**src/rtl/hwx_pkg.sv**
```systemverilog
package hwx_pkg;

    localparam int HALF_W   = 16;
    localparam int WORD_W   = 32;
    localparam int REG_W    = 5;
    localparam int CREG_W   = 3;
    localparam int IMM_W    = 12;

    localparam logic [6:0]       OPC_LOAD  = 7'b0000011;
    localparam logic [6:0]       OPC_STORE = 7'b0100011;
    localparam logic [2:0]       F3_LBU    = 3'b100;
    localparam logic [2:0]       F3_LHU    = 3'b101;
    localparam logic [2:0]       F3_SB     = 3'b000;
    localparam logic [2:0]       F3_SH     = 3'b001;
    localparam logic [REG_W-1:0] STACK_REG = 5'd2;

    typedef enum logic [2:0] {
        FORM_NONE,
        FORM_LDB,
        FORM_LDH,
        FORM_STB,
        FORM_STH
    } hwx_form_e;

    typedef struct packed {
        hwx_form_e          form;
        logic [REG_W-1:0]   base;
        logic [REG_W-1:0]   data;
        logic [IMM_W-1:0]   offset;
    } hwx_op_t;

    localparam hwx_op_t NONE_OP = '{form: FORM_NONE, base: '0, data: '0, offset: '0};

    // Short 3-bit register field -> x8..x15
    function automatic logic [REG_W-1:0] widen_reg(input logic [CREG_W-1:0] r);
        return {2'b01, r};
    endfunction

endpackage

```
**src/rtl/hwx_decode.sv**
```systemverilog
module hwx_decode
    import hwx_pkg::*;
#(
    parameter bit REG_FORMS = 1'b1,
    parameter bit SP_FORMS  = 1'b1
) (
    input  logic [HALF_W-1:0] half,
    input  logic              enable,
    output hwx_op_t           op
);

    hwx_op_t reg_op;
    hwx_op_t sp_op;

    generate
        if (REG_FORMS) begin : g_reg
            always_comb begin
                reg_op      = NONE_OP;
                reg_op.base = widen_reg(half[9:7]);
                reg_op.data = widen_reg(half[4:2]);
                unique case ({half[15:13], half[1:0]})
                    5'b001_00: begin
                        reg_op.form   = FORM_LDB;
                        reg_op.offset = {7'b0, half[11:10], half[6:5], half[12]};
                    end
                    5'b101_00: begin
                        reg_op.form   = FORM_STB;
                        reg_op.offset = {7'b0, half[11:10], half[6:5], half[12]};
                    end
                    5'b001_10: begin
                        reg_op.form   = FORM_LDH;
                        reg_op.offset = {6'b0, half[12:10], half[6:5], 1'b0};
                    end
                    5'b101_10: begin
                        reg_op.form   = FORM_STH;
                        reg_op.offset = {6'b0, half[12:10], half[6:5], 1'b0};
                    end
                    default: reg_op = NONE_OP;
                endcase
            end
        end else begin : g_no_reg
            assign reg_op = NONE_OP;
        end

        if (SP_FORMS) begin : g_sp
            always_comb begin
                sp_op = NONE_OP;
                if (half[15:11] == 5'b10000 && half[1:0] == 2'b00) begin
                    sp_op.base = STACK_REG;
                    sp_op.data = widen_reg(half[4:2]);
                    unique case (half[6:5])
                        2'b00: begin
                            sp_op.form   = FORM_LDB;
                            sp_op.offset = {8'b0, half[10:7]};
                        end
                        2'b01: begin
                            sp_op.form   = FORM_LDH;
                            sp_op.offset = {7'b0, half[7], half[10:8], 1'b0};
                        end
                        2'b10: begin
                            sp_op.form   = FORM_STB;
                            sp_op.offset = {8'b0, half[10:7]};
                        end
                        default: begin
                            sp_op.form   = FORM_STH;
                            sp_op.offset = {7'b0, half[7], half[10:8], 1'b0};
                        end
                    endcase
                end
            end
        end else begin : g_no_sp
            assign sp_op = NONE_OP;
        end
    endgenerate

    // The two families never overlap (bits[15:13] differ), so order is free.
    always_comb begin
        if (!enable)
            op = NONE_OP;
        else if (reg_op.form != FORM_NONE)
            op = reg_op;
        else
            op = sp_op;
    end

endmodule

```
**src/rtl/hwx_encode.sv**
```systemverilog
module hwx_encode
    import hwx_pkg::*;
(
    input  hwx_op_t           op,
    output logic [WORD_W-1:0] word,
    output logic              hit
);

    always_comb begin
        unique case (op.form)
            FORM_LDB: word = {op.offset, op.base, F3_LBU, op.data, OPC_LOAD};
            FORM_LDH: word = {op.offset, op.base, F3_LHU, op.data, OPC_LOAD};
            FORM_STB: word = {op.offset[11:5], op.data, op.base, F3_SB,
                              op.offset[4:0], OPC_STORE};
            FORM_STH: word = {op.offset[11:5], op.data, op.base, F3_SH,
                              op.offset[4:0], OPC_STORE};
            default:  word = '0;
        endcase
        hit = (op.form != FORM_NONE);
    end

endmodule

```
**src/rtl/hw_ls_expander.sv**
```systemverilog
module hw_ls_expander
    import hwx_pkg::*;
#(
    parameter bit REG_FORMS = 1'b1,
    parameter bit SP_FORMS  = 1'b1
) (
    input  logic              clk,
    input  logic              rst,
    input  logic              in_valid,
    input  logic [HALF_W-1:0] in_half,
    input  logic              ext_en,
    output logic              out_valid,
    output logic [WORD_W-1:0] out_word,
    output logic              out_hit
);

    hwx_op_t           dec_op;
    logic [WORD_W-1:0] enc_word;
    logic              enc_hit;

    hwx_decode #(
        .REG_FORMS (REG_FORMS),
        .SP_FORMS  (SP_FORMS)
    ) u_decode (
        .half   (in_half),
        .enable (ext_en),
        .op     (dec_op)
    );

    hwx_encode u_encode (
        .op   (dec_op),
        .word (enc_word),
        .hit  (enc_hit)
    );

    always_ff @(posedge clk) begin
        if (rst) begin
            out_valid <= 1'b0;
            out_hit   <= 1'b0;
            out_word  <= '0;
        end else begin
            out_valid <= in_valid;
            out_hit   <= in_valid & enc_hit;
            out_word  <= (in_valid && enc_hit) ? enc_word : '0;
        end
    end

endmodule

```
**config.mk**
```make
export PLATFORM = sky130hd
export DESIGN_NAME = hw_ls_expander
export DESIGN_NICKNAME = d
export VERILOG_FILES = /design/src/rtl/hwx_pkg.sv /design/src/rtl/hwx_decode.sv /design/src/rtl/hwx_encode.sv /design/src/rtl/hw_ls_expander.sv
export SDC_FILE = /design/constraint.sdc
export NUM_CORES = 1
export LEC_CHECK = 0
export BUFFER_PORTS_ARGS = -buffer_cell sky130_fd_sc_hd__buf_4
export CORE_ASPECT_RATIO = 0.6
export CORE_MARGIN = 5
export CORE_UTILIZATION = 30
export CTS_CLUSTER_SIZE = 28
export DETAILED_ROUTE_END_ITERATION = 16
export HOLD_SLACK_MARGIN = 0.06
export SYNTH_ARGS = -nofsm -noshare
export SYNTH_HDL_FRONTEND = slang
export SYNTH_SLANG_ARGS = --single-unit
```
**constraint.sdc**
```tcl
create_clock -name clk -period 1.5 [get_ports clk]
set_input_delay 0.075 -clock clk [delete_from_list [all_inputs] [get_ports clk]]
set_output_delay 0.075 -clock clk [all_outputs]
set_load 0.02 [all_outputs]
```
Yosys cells after proc, flatten, opt, wreduce, memory -nomap -nowiden
Cells that the tools add are included.
{ "op_classes": {"shift": 0, "n_bitwise": 2, "magnitude_cmp": 0, "div": 0, "add_sub_neg": 0, "mux": 9, "n_eq_ne": 11, "reduce_logical": 11, "multipliers": 0} }
{ "op_table": {"columns": ["op", "count"], "rows": [
  ["32-bit one-hot mux with 4 select lines", 1],
  ["25-bit two-way mux", 3],
  ["5-bit == test, second input constant", 3],
  ["3-bit one-hot mux with 4 select lines", 1],
  ["6-bit one-hot mux with 2 select lines", 1],
  ["5-bit by 3-bit == test with 1-bit output, second input constant", 2],
  ["9-bit two-way mux", 1],
  ["3-bit one-hot mux with 3 select lines", 1],
  ["2-bit OR reduction", 4],
  ["3-bit by 2-bit == test with 1-bit output, second input constant", 2],
  ["3-bit nonzero test", 2],
  ["5-bit two-way mux", 1],
  ["2-bit logical NOT", 2],
  ["4-bit OR reduction", 1],
  ["3-bit by 1-bit == test with 1-bit output, second input constant", 1],
  ["3-bit == test, second input constant", 1],
  ["2-bit by 1-bit == test with 1-bit output, second input constant", 1],
  ["2-bit == test, second input constant", 1],
  ["1-bit logical AND", 2],
  ["1-bit AND", 1],
  ["1-bit NOT", 1]
]} }
{ "word_totals": {"elab_cells": 36, "ram_bits": 0, "latch_bits": 0, "n_memories": 0, "in_bits": 20, "rom_bits": 0, "ff_bits": 34, "out_inout_bits": 34} }

Logic depth before layout (Yosys ltp)
Gate-level depths: netlist of run 1.
{ "logic_depth": {"word_depth": 10, "mapped_depth": 7, "mapped_depth_nobuf": 7} }

Hierarchy
From an unflattened synthesis of run 1, not the netlist that was laid out.
{ "hier_totals": {"hier_cells": 202, "hier_area_um2": 2139.6} }
{ "modules_own_cells": {"columns": ["module", "cells_each", "instances", "area_each_um2", "seq_area_each_um2"], "rows": [
  ["hw_ls_expander", 77, 1, 1081.0, 680.7],
  ["hwx_encode", 84, 1, 730.7, 0.0],
  ["hwx_decode", 41, 1, 327.8, 0.0]
]} }

Least setup slack after synthesis of run 1
No wires, ideal clock.
{ "synth_path": {"path_type": "input to register", "startpoint": "in in_half[0]", "endpoint": "reg out_word[7]", "stages": 5, "setup_time_ns": 0.060, "n_path_buf": 0, "setup_slack_ns": -0.160, "arrival_ns": 1.600, "path_cell_list": "or4_4 > o41ai_4 > nand3b_4 > a22oi_4 > a32o_1"} }
{ "synth_between": {"elab_chain_len": 9} }
{ "synth_lines": {"columns": ["item", "line_no", "source"], "rows": [
  ["start: declaration", "hw_ls_expander.sv:10", "input logic [HALF_W-1:0] in_half,"],
  ["5-bit == test (tied with other cells)", "hwx_decode.sv:21", "unique case ({half[15:13], half[1:0]})"],
  ["3-bit one-hot mux with 4 select lines / 1-bit logical AND (equally long branches)", "hwx_decode.sv:21, hwx_decode.sv:48", null],
  ["3-bit nonzero test / 25-bit two-way mux (equally long branches)", "hwx_decode.sv:80, hwx_decode.sv:48", null],
  ["25-bit two-way mux *", "hwx_decode.sv:80", "else if (reg_op.form != FORM_NONE)"],
  ["25-bit two-way mux *", "hwx_decode.sv:78", "if (!enable)"],
  ["branches (longest 4 deep; another with 32-bit one-hot mux with 4 select lines)", null, null],
  ["end signal: assignment", "hw_ls_expander.sv:44", "out_word <= (in_valid && enc_hit) ? enc_word : '0;"],
  ["end: declaration", "hw_ls_expander.sv:13", "output logic [WORD_W-1:0] out_word,"]
]} }
Mark *: on every way between the ends.
A chain may end at the register's enable or synchronous reset.

Final worst setup path of run 1
{ "layout_path": {"startpoint": "in in_half[0]", "endpoint": "reg out_word[9]"} }
The elaborated chain is that of the path after synthesis.

==> out/results.txt, run 1 <==
Starting Density = 32.3%
DR pass1 iterations = 4
crit path max fanout = 7
CTS tree = built
clk sinks = 21
hold depth = 2
Buffers on Ports = 41
netlist area before placement = 0.00109 mm²
xor/xnor cell area share of the yosys netlist = 0%
IR drop worst, VDD = 0.299 mV
Flop pwr share = 48.6%
vias per cell = 4.70
required time worst endpoint = 1.70 ns
synth-to-layout area growth = 56.9%
via count = 1043
mux contribution to synthesized area = 0%
Hold Path Sink = out_word[21]
final worst-path cycle share = 111%
pin count of the biggest net entering global routing = 13
Clock Tree Buf Depth = 2
Warnings, synthesis = 0
Setup crit start kind = primary input
final hold vios = 0
delay of the slowest critical-path stage = 0.59 ns
drt drc = 0
dpl cell area = 0.00154 mm²
share of layout cells above drive strength 1 = 49.2%
failing checks = negative setup slack
Cell Pwr Density = 680 mW/mm²
Detail Route Antenna Nets = 0
Clock Tree Root = clkbuf_8
cells along the critical path = buf_6 > or4_4 > o41ai_4 > nand3b_4 > a211oi_4 > a32o_1
Placement Setup Slack = -0.460 ns
GRT overflow = 0
RePlAce Congestion = 0.835
status = finished with violations
synthesized area per cell = 9.96 µm²
Setup CP Type = primary input to flop
Synth Instances = 109
post-synthesis compound-gate area fraction = 27.1%
first-pass GRT wire length = 5000 µm
P_sw = 0.000305 W
Initial DRC Count = 48
post-synthesis register bit count = 21
number of global-route vias before repair = 1045
Final Critical Period = 1.66 ns
Slowest-stage cell, CP = or4_4
Final Cell Area = 0.00170 mm²
diode count = 0
Die Y = 56.6 µm
Layout Nets = 201
WP data arrival = 1.86 ns
Clock Pin Slew Worst Setup and Hold Paths = 0.07 ns
post-synthesis sequential area ratio = 38.7%
detailed-placement wirelength estimate = 2510 µm
Finished Layout Cells = 222
antenna violations before repair = 0
final setup TNS = -1.47 ns
Max-Cap Viols = 0
Power Internal = 0.000855 W
Synth cell types = 40
core area = 0.00336 mm²
Final WS setup = -0.160 ns
I/O pins = 54
Max Slew Vio Count = 0
Site Rows = 16
commonest non-fill, non-tap cell in the layout = buf_4
main combinational cell family by area after synthesis = compound AO/OA/AOI/OAI gates
final WL = 3170 µm
Setup violations, final = 14
Placed Cells incl. Taps = 210
Leakage Power = 0.829 nW
HP Start = in_half[3]
mean routed wirelength per cell = 14.3 µm
commonest cells after routing, fill and taps aside = buf_4 (61), dfxtp_1 (21), conb_1 (12)
die width = 87.7 µm
Logic pwr share = 20.5%
RSZ-0062 raised after global routing = yes
worst min-delay path class = primary input to flop
CTS buffer count = 3
Peak Freq = 602 MHz
CTS H-tree lvls = 1
Die Area = 0.00496 mm²
Synth Area in Simple Gates = 18.3%
CP Capture Type = flop
Power Total = 0.00116 W
Total Routing Usage GR = 12.8%
Clock power frac = 30.9%
Post-Synth Adder-Cell Area = 3.46%
Sw Ratio = 26.3%
==> stage by stage <==
step                      util [%]  hold WS (ns)
final                         50.7        0.0582
after global routing          50.7        0.0645
after CTS                     50.6        0.0601
after detailed placement      45.7         0.312
after global placement        45.7         0.304
after floorplan                  -         0.197
==> metal layers <==
metal  GRT usage (%)  up-vias  wire length, µm
met2            18.9       43             1380
met4            2.41        0               36
met1            17.3      480             1440
met5               0        -                0
met3            5.70        6              322
li1                -      514                -
==> cells by family after synthesis <==
logic type / after synthesis
buffers and inverters: 21
adders and majority gates: 3
DFF: 21
other: 1
AOI/OAI and AO/OA: 33
and+or+nand+nor: 30
==> synth_stat cells <==
library cell  number  area share, %
and2_1             4            2.3
o41ai_1            1           0.81
o211ai_1           2            1.4
nor2_1             4            1.4
nor4_2             1            1.2
dfxtp_1           21             39
a22oi_1            1           0.69
a211oi_4           1            1.8
a21oi_2            1           0.81
a32o_1             6            5.5
clkbuf_1           1           0.35
o22ai_1            1           0.58
o21ai_1            1           0.46
o21ba_2            1           0.92
nor3_2             1           0.92
o21ai_0            3            1.4
a32oi_1            1           0.81
and3_1             3            1.7
nand2_1            5            1.7
nand2b_1           3            1.7
a21oi_1            5            2.3
ha_1               3            3.5
a31oi_1            1           0.58
o41ai_4            1            2.5
nor2b_1            1           0.58
nor3b_1            1           0.69
o2bb2ai_1          1           0.81
a22oi_4            1            2.0
conb_1             1           0.35
a211oi_1           2            1.4
buf_4             14            9.7
nand3b_1           2            1.4
or2_2              1           0.58
nand3b_4           1            1.8
a31o_2             2            1.6
nand3_1            1           0.46
o21a_1             1           0.69
inv_1              6            2.1
or3b_1             1           0.81
or4_4              1            1.0
==> layout make-up <==
cell class / instances / area (µm²)
fill: 323 / 1660
multi-input combinational: 79 / 628
timing repair buffer: 67 / 531
sequential: 21 / 420
tap: 45 / 56.3
clock buffer: 3 / 41.3
inverter: 6 / 22.5
clock inverter: 1 / 5.00
==> how the worst max path moves through the flow <==
stage	from	endpoint	cells after the start
3_3_place_gp	in_half[0]	out_word[9]	6
6_report	in_half[0]	out_word[9]	6
3_5_place_dp	in_half[0]	out_word[8]	6
5_1_grt	in_half[0]	out_word[9]	6
2_1_floorplan	in_half[0]	out_word[7]	5
4_1_cts	in_half[0]	out_word[9]	6
==> power groups by stage <==
stage	logic, W	registers (W)	clock network, W
3_3_place_gp	0.000208	0.000576	0
5_1_grt	0.000254	0.000564	0.000394
3_5_place_dp	0.000212	0.000577	0
4_1_cts	0.000234	0.000564	0.000364
2_1_floorplan	0.000120	0.000583	0
6_report	0.000238	0.000564	0.000358
==> repair_timing <==
item                                    CTS  global route
endpoints found under the setup margin   13            15
pin swaps                                 5             6
hold buffers                              3             0
cloned                                    1             0
buffers inserted                          4             0
gates resized for setup                   9             1
hold endpoints to repair                  3             0
==> sequential cells by signal (all words and copies together), names as in the netlist <==
name	flops
out_hit	1
out_valid	1
out_word	19
==> worst max-delay path: cells and delay by family <==
kind / cells / cell delay (ns)
compound gates: 3 / 0.90
buf+inv: 1 / 0.09
simple gates: 2 / 0.79
Power figures use the tool's default switching activity.
==> run 2: changes to the inputs <==
==> constraint.sdc (replaced) <==
create_clock -name clk -period 1.6 [get_ports clk]
set_input_delay 0.08 -clock clk [delete_from_list [all_inputs] [get_ports clk]]
set_output_delay 0.08 -clock clk [all_outputs]
set_load 0.02 [all_outputs]
==> run 2 against run 1 <==
Effect of this change: the flow still finishes with violations (negative setup slack); combinational power decreased by 13%; flip-flop and latch count unchanged; largest cell class unchanged; global-route usage is 1.2 points lower; non-clock buffer count shrank 6; hold slack gained 0.0094 ns; total power shrank 7.6%; first-iteration DRC count grew 40%; largest power group unchanged; utilization decreased by 2.4 points; count of clock-buffer cells in the layout unchanged; critical endpoint is now out_word[11]; die area unchanged; cell count is 2.7% lower; critical path type unchanged.
==> out/results.txt, run 2 (synthesis results as in run 1) <==
die width = 87.7 µm
Initial DRC Count = 67
pin count of the biggest net entering global routing = 13
cells along the critical path = buf_6 > or4_4 > o41ai_4 > nand3b_4 > a211oi_4 > and2_1
Max Slew Vio Count = 0
Layout Nets = 195
Slowest-stage cell, CP = or4_4
number of global-route vias before repair = 974
final worst-path cycle share = 107%
mean routed wirelength per cell = 14.0 µm
crit path max fanout = 8
Clock Tree Root = clkbuf_8
Die Y = 56.6 µm
Hold Path Sink = out_word[17]
Cell Pwr Density = 660 mW/mm²
commonest cells after routing, fill and taps aside = buf_4 (55), dfxtp_1 (21), conb_1 (12)
antenna violations before repair = 0
delay of the slowest critical-path stage = 0.58 ns
required time worst endpoint = 1.80 ns
status = finished with violations
P_sw = 0.000277 W
CP Capture Type = flop
Setup CP Type = primary input to flop
Flop pwr share = 49.3%
via count = 1012
CP delay by family, top = simple AND/OR/NAND/NOR gates
RSZ-0062 raised after global routing = yes
drt drc = 0
Die Area = 0.00496 mm²
Setup crit start kind = primary input
hold depth = 2
Biggest register = out_word
HP Start = in_half[9]
Max-Cap Viols = 0
WP data arrival = 1.91 ns
worst min-delay path class = primary input to flop
IR drop worst, VDD = 0.323 mV
biggest regs = out_word: 19 flops, out_hit: 1 flops, out_valid: 1 flops
final WL = 3020 µm
synth-to-layout area growth = 49.4%
diode count = 0
Final Critical Period = 1.71 ns
I/O pins = 54
CTS buffer count = 3
CTS H-tree lvls = 1
DR pass1 iterations = 4
RePlAce Congestion = 0.834
Sw Ratio = 25.9%
Total Routing Usage GR = 11.6%
Clock power frac = 31.2%
clk sinks = 21
CP Buf/Inv Count = 1
Peak Freq = 584 MHz
final hold vios = 0
Logic pwr share = 19.5%
first-pass GRT wire length = 4490 µm
Clock Pin Slew Worst Setup and Hold Paths = 0.07 ns
Buffers on Ports = 41
Starting Density = 32.3%
Final WS setup = -0.113 ns
Power Internal = 0.000794 W
Leakage Power = 0.794 nW
commonest non-fill, non-tap cell in the layout = buf_4
Detail Route Antenna Nets = 0
detailed-placement wirelength estimate = 2460 µm
hold_ws = 0.0677 ns
Setup violations, final = 12
fill count = 319
CTS tree = built
Util after Layout = 48.3%
share of layout cells above drive strength 1 = 45.0%
Clock Tree Buf Depth = 2
vias per cell = 4.69
failing checks = negative setup slack
Site Rows = 16
final setup TNS = -0.954 ns
core area = 0.00336 mm²
GRT overflow = 0
max reg flops = 19
==> run 2: cell count changes in the layout (fill, tap and decap cells not counted), sizes merged <==
cell,previous run,this run
buf,64,58
==> run 2: layer usage <==
metal  GRT usage, %  routed length, µm
met1           15.3               1420
met4           1.31                  0
met3           5.12                251
met2           17.9               1350
met5              0                  0
==> run 2: power groups by stage <==
stage	logic (W)	registers, W	clock network, W
after floorplan	0.000112	0.000546	0
after global placement	0.000188	0.000540	0
after detailed placement	0.000191	0.000541	0
after CTS	0.000201	0.000528	0.000342
after global routing	0.000223	0.000529	0.000365
final	0.000208	0.000528	0.000334
==> run 2: final cells by class <==
cell class                      count  area, µm²  area share (%)
Timing Repair Buffer               61        477            29.4
Clock buffer                        3       41.3            2.54
Sequential cell                    21        420            25.9
Tap cell                           45       56.3            3.47
Inverter                            6       22.5            1.39
Clock inverter                      1       5.00           0.308
Multi-Input combinational cell     79        601            37.0
==> run 2: how the worst max path moves through the flow <==
| stage | endpoint | startpoint | cells after the start | slack (ns) |
|---|---|---|---|---|
| 2_1_floorplan | out_word[7] | in_half[0] | 5 | -0.06 |
| 3_3_place_gp | out_word[9] | in_half[0] | 6 | -0.33 |
| 3_5_place_dp | out_word[11] | in_half[0] | 6 | -0.35 |
| 4_1_cts | out_word[11] | in_half[0] | 6 | -0.08 |
| 5_1_grt | out_word[9] | in_half[0] | 6 | -0.13 |
| 6_report | out_word[11] | in_half[0] | 6 | -0.11 |
==> run 2: metrics by stage <==
| stage | instance area, µm² | instances | setup WS, ns | total power (W) |
|---|---|---|---|---|
| CTS | 1600 | 215 | -0.0768 | 0.00107 |
| detailed placement | 1500 | 206 | -0.353 | 0.000731 |
| floorplan | 1130 | 120 | -0.0649 | 0.000659 |
| global placement | 1500 | 206 | -0.327 | 0.000728 |
| global route | 1620 | 216 | -0.129 | 0.00112 |
| finish | 1620 | 216 | -0.113 | 0.00107 |
==> run 2: repair_timing <==
action                     CTS  global route
cloned                       1             0
setup endpoints to repair   11            14
pin swaps                    1             1
setup buffers                3             0
hold endpoints to repair     1             2
gates resized for setup      4             2
hold buffers                 1             2
==> run 3: changes to the inputs <==
--- a/config.mk
+++ b/config.mk
@@ -7,7 +7,7 @@
 export LEC_CHECK = 0
 export BUFFER_PORTS_ARGS = -buffer_cell sky130_fd_sc_hd__buf_4
 export CORE_ASPECT_RATIO = 0.6
-export CORE_MARGIN = 5
+export CORE_MARGIN = 3
 export CORE_UTILIZATION = 30
 export CTS_CLUSTER_SIZE = 28
 export DETAILED_ROUTE_END_ITERATION = 16
==> run 3 against run 2 <==
Effect of this change: the flow still finishes with violations (negative setup slack); cell area is 0.31% lower; combinational power hardly changed; utilization is 0.15 points lower; worst setup slack better by 0.049 ns; largest power group unchanged; highest routed layer is now met4.
==> out/results.txt, run 3 (synthesis results as in run 1) <==
number of global-route vias before repair = 1002
Clock Tree Root = clkbuf_8
Detail Route Antenna Nets = 0
diode count = 0
biggest regs = out_word: 19 flops, out_hit: 1 flops, out_valid: 1 flops
CP Capture Type = flop
crit path max fanout = 8
Setup violations, final = 9
cells along the critical path = buf_6 > or4_4 > o41ai_4 > nand3b_4 > a211oi_4 > a32o_1
Site Rows = 16
synth-to-layout area growth = 49.0%
CTS H-tree lvls = 1
max reg flops = 19
Max-Cap Viols = 0
share of layout cells above drive strength 1 = 47.3%
drt drc = 0
Starting Density = 32.3%
dpl cell area = 0.00150 mm²
WP data arrival = 1.87 ns
Final Cell Area = 0.00162 mm²
GRT overflow = 0
Clock Tree Buf Depth = 2
Final Critical Period = 1.66 ns
Peak Freq = 601 MHz
Util after Layout = 48.1%
DR pass1 iterations = 4
CTS tree = built
failing checks = negative setup slack
Slowest-stage cell, CP = or4_4
final worst-path cycle share = 104%
RSZ-0062 raised after global routing = yes
commonest cells after routing, fill and taps aside = buf_4 (56), dfxtp_1 (21), conb_1 (12)
delay of the slowest critical-path stage = 0.58 ns
final hold vios = 0
Total Routing Usage GR = 13.6%
wl on met1 = 1310 µm
Setup CP Type = primary input to flop
final WL = 2950 µm
met2 wire length = 1340 µm
Final WS setup = -0.0647 ns
via count = 1004
Clock Pin Slew Worst Setup and Hold Paths = 0.07 ns
WL met3 = 262 µm
first-pass GRT wire length = 4610 µm
die width = 83.7 µm
clk sinks = 21
Buffers on Ports = 41
Leakage Power = 0.786 nW
detailed-placement wirelength estimate = 2370 µm
pin count of the biggest net entering global routing = 13
Max Slew Vio Count = 0
Biggest register = out_word
core area = 0.00336 mm²
Die Area = 0.00440 mm²
Finished Layout Cells = 214
Die Y = 52.6 µm
Placed Cells incl. Taps = 206
CTS buffer count = 3
antenna violations before repair = 0
mean routed wirelength per cell = 13.8 µm
worst min-delay path class = primary input to flop
uppermost routed layer = met4
RePlAce Congestion = 0.799
status = finished with violations
required time worst endpoint = 1.80 ns
Cell Pwr Density = 661 mW/mm²
vias per cell = 4.69
I/O pins = 54
Layout Nets = 193
Initial DRC Count = 38
commonest non-fill, non-tap cell in the layout = buf_4
Setup crit start kind = primary input
IR drop worst, VDD = 0.337 mV
-- run 3: layout make-up --
type / count / area [µm²]
multi-input cells: 79 / 619
clock buffers: 3 / 41.3
flip-flops and latches: 21 / 420
clock inverters: 1 / 5.00
fillers: 340 / 1750
inverters: 6 / 22.5
repair buffers: 59 / 453
well taps: 45 / 56.3
-- run 3: what timing repair did --
action	4_1_cts	5_1_grt
buffers inserted	1	1
hold buffers	1	0
setup endpoints to repair	10	13
hold endpoints to repair	1	0
pin swaps	3	4
resized for setup	5	4
cloned	1	0
-- run 3: critical path, delay by kind of cell --
| kind | cells | cell delay, ns |
|---|---|---|
| AND/OR/NAND/NOR | 2 | 0.78 |
| buffers and inverters | 1 | 0.09 |
| AO/OA/AOI/OAI | 3 | 0.90 |
-- run 3: per-layer routing --
layer  up-vias  global-route usage, %
li1        497                      -
met1       461                   17.2
met2        40                   21.6
met5         -                      0
met3         6                   5.34
met4         0                   4.01
-- run 3: report_power, final --
group          switching [W]  total, W  internal [W]  leakage [nW]
Combinational       0.000116  0.000208     0.0000926         0.591
Sequential        0.00000139  0.000528      0.000527         0.170
Clock               0.000159  0.000332      0.000173        0.0255
-- run 3: metrics by stage --
step | total power, W | TNS (ns) | worst slack [ns] | hold slack, ns
final | 0.00107 | -0.240 | -0.0647 | 0.0632
after floorplan | 0.000659 | -0.473 | -0.0649 | 0.202
after global routing | 0.00112 | -0.901 | -0.130 | 0.0622
after detailed placement | 0.000732 | -4.06 | -0.361 | 0.317
after CTS | 0.00108 | -0.111 | -0.0437 | 0.0633
after global placement | 0.000729 | -3.74 | -0.326 | 0.311
-- run 3: path summary, 6_finish.rpt --
| kind | startpoint | to | cells after the start |
|---|---|---|---|
| worst min-delay path | in_half[10] | out_word[23] | 2 |
| worst max-delay path | in_half[0] | out_word[9] | 6 |
